**src/rtl/qseq_pkg.sv**
```systemverilog
package qseq_pkg;
  typedef enum logic [1:0] {
    QS_IDLE   = 2'd0,
    QS_ACTIVE = 2'd1,
    QS_PAUSED = 2'd2
  } qstat_e;

  typedef enum logic [1:0] {
    SQ_WAIT = 2'd0,
    SQ_EVAL = 2'd1,
    SQ_CONV = 2'd2
  } seq_e;
endpackage

```
**src/rtl/qseq_eoq.sv**
```systemverilog
module qseq_eoq #(
  parameter int IDX_W = 6,
  parameter int CH_W  = 6
) (
  input  logic [IDX_W:0]   ptr,
  input  logic [IDX_W:0]   q2_begin,
  input  logic [CH_W-1:0]  chan,
  input  logic             is_q1,
  output logic             eoq
);
  localparam logic [CH_W-1:0] EOQ_CODE = '1;

  logic past_table, code_hit, bound_hit;

  always_comb begin
    past_table = ptr[IDX_W];
    code_hit   = (chan == EOQ_CODE);
    bound_hit  = is_q1 && (ptr == q2_begin);
    eoq        = past_table || code_hit || bound_hit;
  end
endmodule

```
**src/rtl/qseq_flags.sv**
```systemverilog
module qseq_flags #(
  parameter int NQ = 2
) (
  input  logic          clk,
  input  logic          rst_n,
  input  logic [NQ-1:0] set_p,
  input  logic [NQ-1:0] set_c,
  input  logic [NQ-1:0] clr_p,
  input  logic [NQ-1:0] clr_c,
  input  logic [NQ-1:0] ie_p,
  input  logic [NQ-1:0] ie_c,
  output logic [NQ-1:0] flag_p,
  output logic [NQ-1:0] flag_c,
  output logic [NQ-1:0] irq_p,
  output logic [NQ-1:0] irq_c
);
  for (genvar i = 0; i < NQ; i++) begin : g_q
    logic p_d, c_d, p_q, c_q;

    always_comb begin
      p_d = set_p[i] ? 1'b1 : (clr_p[i] ? 1'b0 : p_q);
      c_d = set_c[i] ? 1'b1 : (clr_c[i] ? 1'b0 : c_q);
    end

    always_ff @(posedge clk or negedge rst_n) begin
      if (!rst_n) begin
        p_q <= 1'b0;
        c_q <= 1'b0;
      end else begin
        p_q <= p_d;
        c_q <= c_d;
      end
    end

    assign flag_p[i] = p_q;
    assign flag_c[i] = c_q;
    assign irq_p[i]  = p_q & ie_p[i];
    assign irq_c[i]  = c_q & ie_c[i];
  end
endmodule

```
**src/rtl/qseq_top.sv**
```systemverilog
module qseq_top
  import qseq_pkg::*;
#(
  parameter int IDX_W = 6,
  parameter int CH_W  = 6
) (
  input  logic             clk,
  input  logic             rst_n,
  input  logic [1:0]       trig,
  input  logic [IDX_W:0]   q2_begin,
  output logic [IDX_W-1:0] ccw_addr,
  input  logic [CH_W-1:0]  ccw_chan,
  input  logic             ccw_pause,
  output logic             conv_req,
  output logic [CH_W-1:0]  conv_chan,
  input  logic             conv_done,
  input  logic [1:0]       pause_clr,
  input  logic [1:0]       done_clr,
  input  logic [1:0]       pause_ie,
  input  logic [1:0]       done_ie,
  output logic [1:0]       pause_flag,
  output logic [1:0]       done_flag,
  output logic [1:0]       pause_irq,
  output logic [1:0]       done_irq,
  output logic [1:0]       q1_status,
  output logic [1:0]       q2_status
);
  localparam int NQ = 2;
  localparam int PW = IDX_W + 1;

  // reset: asserted asynchronously, released on the clock
  logic [1:0] rs_q;
  logic       rst_i_n;
  always_ff @(posedge clk or negedge rst_n) begin
    if (!rst_n) rs_q <= 2'b00;
    else        rs_q <= {rs_q[0], 1'b1};
  end
  assign rst_i_n = rs_q[1];

  seq_e            state_q, state_d;
  logic            sel_q, sel_d;
  logic [PW-1:0]   ptr_q, ptr_d;
  logic            hold_q, hold_d;
  logic [CH_W-1:0] chan_q, chan_d;
  logic            cpause_q, cpause_d;
  logic [NQ-1:0]   pend_q, pend_d;
  qstat_e          stat_q [NQ];
  qstat_e          stat_d [NQ];
  logic [PW-1:0]   resume_q [NQ];
  logic [PW-1:0]   resume_d [NQ];
  logic [NQ-1:0]   set_p, set_c, act_mask;
  logic            eoq;
  logic            k;

  qseq_eoq #(.IDX_W(IDX_W), .CH_W(CH_W)) u_eoq (
    .ptr      (ptr_q),
    .q2_begin (q2_begin),
    .chan     (ccw_chan),
    .is_q1    (!sel_q),
    .eoq      (eoq)
  );

  for (genvar i = 0; i < NQ; i++) begin : g_act
    assign act_mask[i] = (stat_q[i] == QS_ACTIVE);
  end

  always_comb begin
    state_d  = state_q;
    sel_d    = sel_q;
    ptr_d    = ptr_q;
    hold_d   = hold_q;
    chan_d   = chan_q;
    cpause_d = cpause_q;
    pend_d   = pend_q | (trig & ~act_mask);
    set_p    = '0;
    set_c    = '0;
    k        = 1'b0;
    for (int i = 0; i < NQ; i++) begin
      stat_d[i]   = stat_q[i];
      resume_d[i] = resume_q[i];
    end
    unique case (state_q)
      SQ_WAIT: begin
        if (pend_q != '0) begin
          k         = !pend_q[0];
          pend_d[k] = 1'b0;
          sel_d     = k;
          if (stat_q[k] == QS_PAUSED) ptr_d = resume_q[k];
          else if (k == 1'b0)         ptr_d = '0;
          else                        ptr_d = q2_begin;
          stat_d[k] = QS_ACTIVE;
          hold_d    = 1'b0;
          state_d   = SQ_EVAL;
        end
      end
      SQ_EVAL: begin
        if (eoq) begin
          set_c[sel_q]  = 1'b1;
          stat_d[sel_q] = QS_IDLE;
          state_d       = SQ_WAIT;
        end else if (hold_q) begin
          stat_d[sel_q]   = QS_PAUSED;
          resume_d[sel_q] = ptr_q;
          state_d         = SQ_WAIT;
        end else begin
          chan_d   = ccw_chan;
          cpause_d = ccw_pause;
          state_d  = SQ_CONV;
        end
      end
      SQ_CONV: begin
        if (conv_done) begin
          ptr_d   = ptr_q + 1'b1;
          hold_d  = cpause_q;
          set_p[sel_q] = cpause_q;
          state_d = SQ_EVAL;
        end
      end
      default: state_d = SQ_WAIT;
    endcase
  end

  always_ff @(posedge clk or negedge rst_i_n) begin
    if (!rst_i_n) begin
      state_q  <= SQ_WAIT;
      sel_q    <= 1'b0;
      ptr_q    <= '0;
      hold_q   <= 1'b0;
      chan_q   <= '0;
      cpause_q <= 1'b0;
      pend_q   <= '0;
      for (int i = 0; i < NQ; i++) begin
        stat_q[i]   <= QS_IDLE;
        resume_q[i] <= '0;
      end
    end else begin
      state_q  <= state_d;
      sel_q    <= sel_d;
      ptr_q    <= ptr_d;
      hold_q   <= hold_d;
      chan_q   <= chan_d;
      cpause_q <= cpause_d;
      pend_q   <= pend_d;
      for (int i = 0; i < NQ; i++) begin
        stat_q[i]   <= stat_d[i];
        resume_q[i] <= resume_d[i];
      end
    end
  end

  qseq_flags #(.NQ(NQ)) u_flags (
    .clk    (clk),
    .rst_n  (rst_i_n),
    .set_p  (set_p),
    .set_c  (set_c),
    .clr_p  (pause_clr),
    .clr_c  (done_clr),
    .ie_p   (pause_ie),
    .ie_c   (done_ie),
    .flag_p (pause_flag),
    .flag_c (done_flag),
    .irq_p  (pause_irq),
    .irq_c  (done_irq)
  );

  assign ccw_addr  = ptr_q[IDX_W-1:0];
  assign conv_req  = (state_q == SQ_CONV);
  assign conv_chan = chan_q;
  assign q1_status = stat_q[0];
  assign q2_status = stat_q[1];
endmodule

```
**config.mk**
```make
export PLATFORM = sky130hd
export DESIGN_NAME = qseq_top
export DESIGN_NICKNAME = d
export VERILOG_FILES = /design/src/rtl/qseq_pkg.sv /design/src/rtl/qseq_eoq.sv /design/src/rtl/qseq_flags.sv /design/src/rtl/qseq_top.sv
export SDC_FILE = /design/constraint.sdc
export NUM_CORES = 1
export LEC_CHECK = 0
export ABC_AREA = 1
export BUFFER_PORTS_ARGS = -buffer_cell sky130_fd_sc_hd__buf_2
export CELL_PAD_IN_SITES_DETAIL_PLACEMENT = 1
export CELL_PAD_IN_SITES_GLOBAL_PLACEMENT = 2
export CORE_ASPECT_RATIO = 1.25
export CORE_MARGIN = 5
export CORE_UTILIZATION = 32
export CTS_CLUSTER_DIAMETER = 50
export CTS_CLUSTER_SIZE = 10
export DETAILED_ROUTE_END_ITERATION = 7
export GPL_TIMING_DRIVEN = 0
export PLACE_DENSITY_LB_ADDON = 0.1
export SYNTH_ARGS = -nofsm -noshare
export SYNTH_HDL_FRONTEND = slang
export SYNTH_SLANG_ARGS = --single-unit
```
**constraint.sdc**
```tcl
create_clock -name clk -period 1.8 [get_ports clk]
set_clock_uncertainty 0.1 [all_clocks]
set_input_delay 0.36 -clock clk [delete_from_list [all_inputs] [get_ports clk]]
set_output_delay 0.36 -clock clk [all_outputs]
set_load 0.03 [all_outputs]
```
==> flow_metrics.py <==
metrics = {
    "floorplan": {
        "die_x_um": 88.16,
        "core_um2": 7401,
        "fp.dieH_um": 107.7,
        "rows": 35,
        "die_area_um2": 9495,
        "start_util_pct": 33.02,
        "io_pins": 52,
    },
    "clock_tree": {
        "htreeDepth": 2,
        "numCtsBuffers": 5,
        "root_buffer": "clkbuf_8",
        "path_clk_slew_ps": 90,
        "cts_tree": "done",
        "insertion_delay_ps": 300,
        "clk_path_buf_depth": 2,
        "clock_sinks": 44,
    },
    "run": {
        "drv_cap": 0,
    },
    "detailed_routing": {
        "wire_per_inst_um": 15.12,
        "ant_nets": 0,
        "drc": 0,
        "first_pass_iters": 4,
        "wirelength_mm": 6.804,
        "avgViaCountPerCell": 4.667,
        "dr_total_vias": 2100,
        "drt_iter0_drc": 68,
    },
    "global_route": {
        "grt_util_met2_pct": 27.91,
        "met1_usage_pct": 19.31,
        "grt.met3_usage_pct": 2.527,
        "gr-total-overflow": 0,
        "grt_pass1_vias": 2278,
        "grt_pass1_wl_mm": 11.58,
        "grtUsageTotal_pct": 15.70,
        "grt.busiest_layer": "met2",
        "grt_max_degree": 32,
        "antenna_found_initial": 0,
    },
    "worst_setup_path": {
        "worstPathMaxFanout": 10,
        "rr_startpoint": "ptr_q[5]",
        "cp.required_ps": 1340,
        "startpoint": "state_q[0]",
        "timing.rr.end": "resume_q[11]",
        "worst-r2r-cell-count": 12,
        "critPathKind": "flop to primary output",
        "cp-start-kind": "flop",
        "worstPathArrival_ps": 1260,
        "reg2reg_slack_ps": 100,
        "crit_path_end": "conv_req",
        "crit_path_end_kind": "primary output",
    },
    "sta": {
        "final.min_clock_period_ps": 1723,
        "hold_viol": 0,
        "final-setup-viol-count": 0,
        "max_freq_ghz": 0.5803,
        "holdWs_ps": 63.53,
        "worst_slack_ps": 76.84,
        "finalMaxSlewViolations": 0,
        "fin_crit_sh_pct": 95.73,
        "final.setup.tns_ps": 0,
    },
    "cells_and_area": {
        "area_growth_pct": 27.29,
        "ff_latch_area_um2": 1106,
        "n_fill_cell": 903,
        "nets": 385,
        "multiInputGateArea_um2": 1069,
        "diodes": 0,
        "fin_cells": 450,
        "finalInstanceArea_um2": 3110,
        "drive_gt1_share_pct": 39.39,
    },
    "power_and_ir_drop": {
        "irDropWorstVdd_v": 0.0004077,
        "p_per_area_nw_per_um2": 689.3,
        "p_leak_nw": 1.649,
    },
    "placed_design": {
        "dp_cells": 434,
        "port_buffers": 51,
        "hpwlAfterDp_mm": 5.245,
        "gp_congestion": 0.7702,
        "dp_slack_ps": -209.5,
        "place_area_um2": 2835,
    },
    "synthesis": {
        "ys_warn_count": 0,
        "syn_area_um2": 2444,
        "synthCells": 290,
        "yosysSeqAreaShare_pct": 45.06,
        "synth_seq_cells": 44,
        "synth_ff_type": "dfrtp_1",
        "synth.most_common_cell": "nand2_1",
        "synth_edf_count": 0,
        "async_flop_share_pct": 100.0,
        "synth_nets": 318,
        "synth_cell_types": 36,
        "netlist_top_cells_area": "dfrtp_1 45%, nand2_1 9.5%, inv_1 5.4%, o21ai_2 4.3%, buf_4 3.4%",
        "syn_area_per_cell_um2": 8.426,
        "synth_top_area_cell": "dfrtp_1",
        "synth_top_cells_by_count": "62 x nand2_1, 44 x dfrtp_1, 35 x inv_1",
        "synth_top_area_share_pct": 45.06,
    },
    "outcome": {
        "run_status": "complete, no violations",
    },
    "hold_path": {
        "hold_path_class": "flop to asynchronous set/reset pin",
    },
}
==> per-layer routing <==
layer	share of wire (%)	vias up
li1	-	1044
met5	0	-
met3	4.5	7
met2	52	42
met1	43	1007
met4	1.3	0
==> worst min-delay path by stage <==
stage	end	cells after the start	slack, ps	startpoint
finish	resume_q[8]	0	60	rs_q[1]
global route	resume_q[8]	0	110	rs_q[1]
CTS	resume_q[6]	0	90	rs_q[1]
detailed placement	rs_q[0]	1	50	rst_n
global placement	rs_q[1]	1	50	rst_n
floorplan	rs_q[0]	0	-40	rst_n
==> cells in the final DEF (no fill, tap or decap), types with 2 or more instances in the layout <==
cell type,n
inv_2,9
nor2_4,4
a22oi_1,2
nand2_2,12
xor2_1,2
dfrtp_2,4
o22ai_1,3
nor2_2,4
inv_1,33
nand2_1,61
buf_4,19
dfrtp_1,40
a21oi_1,13
clkbuf_8,5
mux2i_1,2
o221ai_1,2
o21ai_2,12
inv_4,4
nor2_1,14
o21ai_0,11
buf_12,3
buf_2,50
nand2_4,5
bufinv_16,3
xnor2_1,2
o21ai_1,12
nand3_4,2
nand3_1,10
o32ai_1,2
==> layout make-up <==
type                       instances  share of cell area [%]
tap                               92                   3.701
clock buffer                       5                   2.212
multi-input combinational        185                   34.35
timing repair buffer              60                   10.94
sequential                        44                   35.56
inverter                          46                   5.873
buffer                            15                   4.465
clock inverter                     3                   2.896
==> worst max-delay path, stage by stage (launching register included) <==
cell and delay [ps]:
dfrtp_1 400, inv_2 90, nand2_4 80, inv_4 80, buf_6 140, buf_4 170
==> flip-flops by register name, indices dropped and copies added (netlist names), named ones only <==
name             cells
conv_chan            6
state_q              2
rs_q                 2
q1_status            1
hold_q               1
q2_status            1
pend_q               2
resume_q            14
ptr_q                7
u_flags.g_q.c_q      2
sel_q                1
cpause_q             1
u_flags.g_q.p_q      2
==> cells by family (layout without fill, tap and decap cells) <==
family                   after synthesis  count (layout)  synth area share [%]
AND/OR/NAND/NOR                      115             115                 23.04
multiplexers                           2               2                0.8193
adder cells (fa/ha/maj)                1               1                0.5120
other                                  1               1                0.1535
AO/OA/AOI/OAI                         62              62                 16.54
XOR/XNOR                               4               4                 1.434
flip-flops                            44              44                 45.06
buffers and inverters                 61             129                 12.44
==> where the power goes <==
group / internal (W) / leakage, nW / switching (W)
Combinational: 0.0000370 / 1.00 / 0.0000466
Sequential: 0.000990 / 0.567 / 0.00000656
Clock: 0.000694 / 0.0784 / 0.000370
==> stage by stage <==
step                      power (W)  utilization [%]
after detailed placement   0.001101            38.31
after global placement     0.001094            38.02
after global routing       0.002224            42.03
final                      0.002144            42.03
after floorplan            0.001048                -
after CTS                  0.002180            41.08
==> what timing repair did <==
action / CTS / global route
setup buffers: 1 / 6
pin swaps: 0 / 1
hold endpoints to repair: 2 / 0
gates cloned: 0 / 0
endpoints found under the setup margin: 7 / 25
hold buffers: 1 / 0
resized for setup: 9 / 13
No activity file was read; power rests on OpenSTA's default activity.
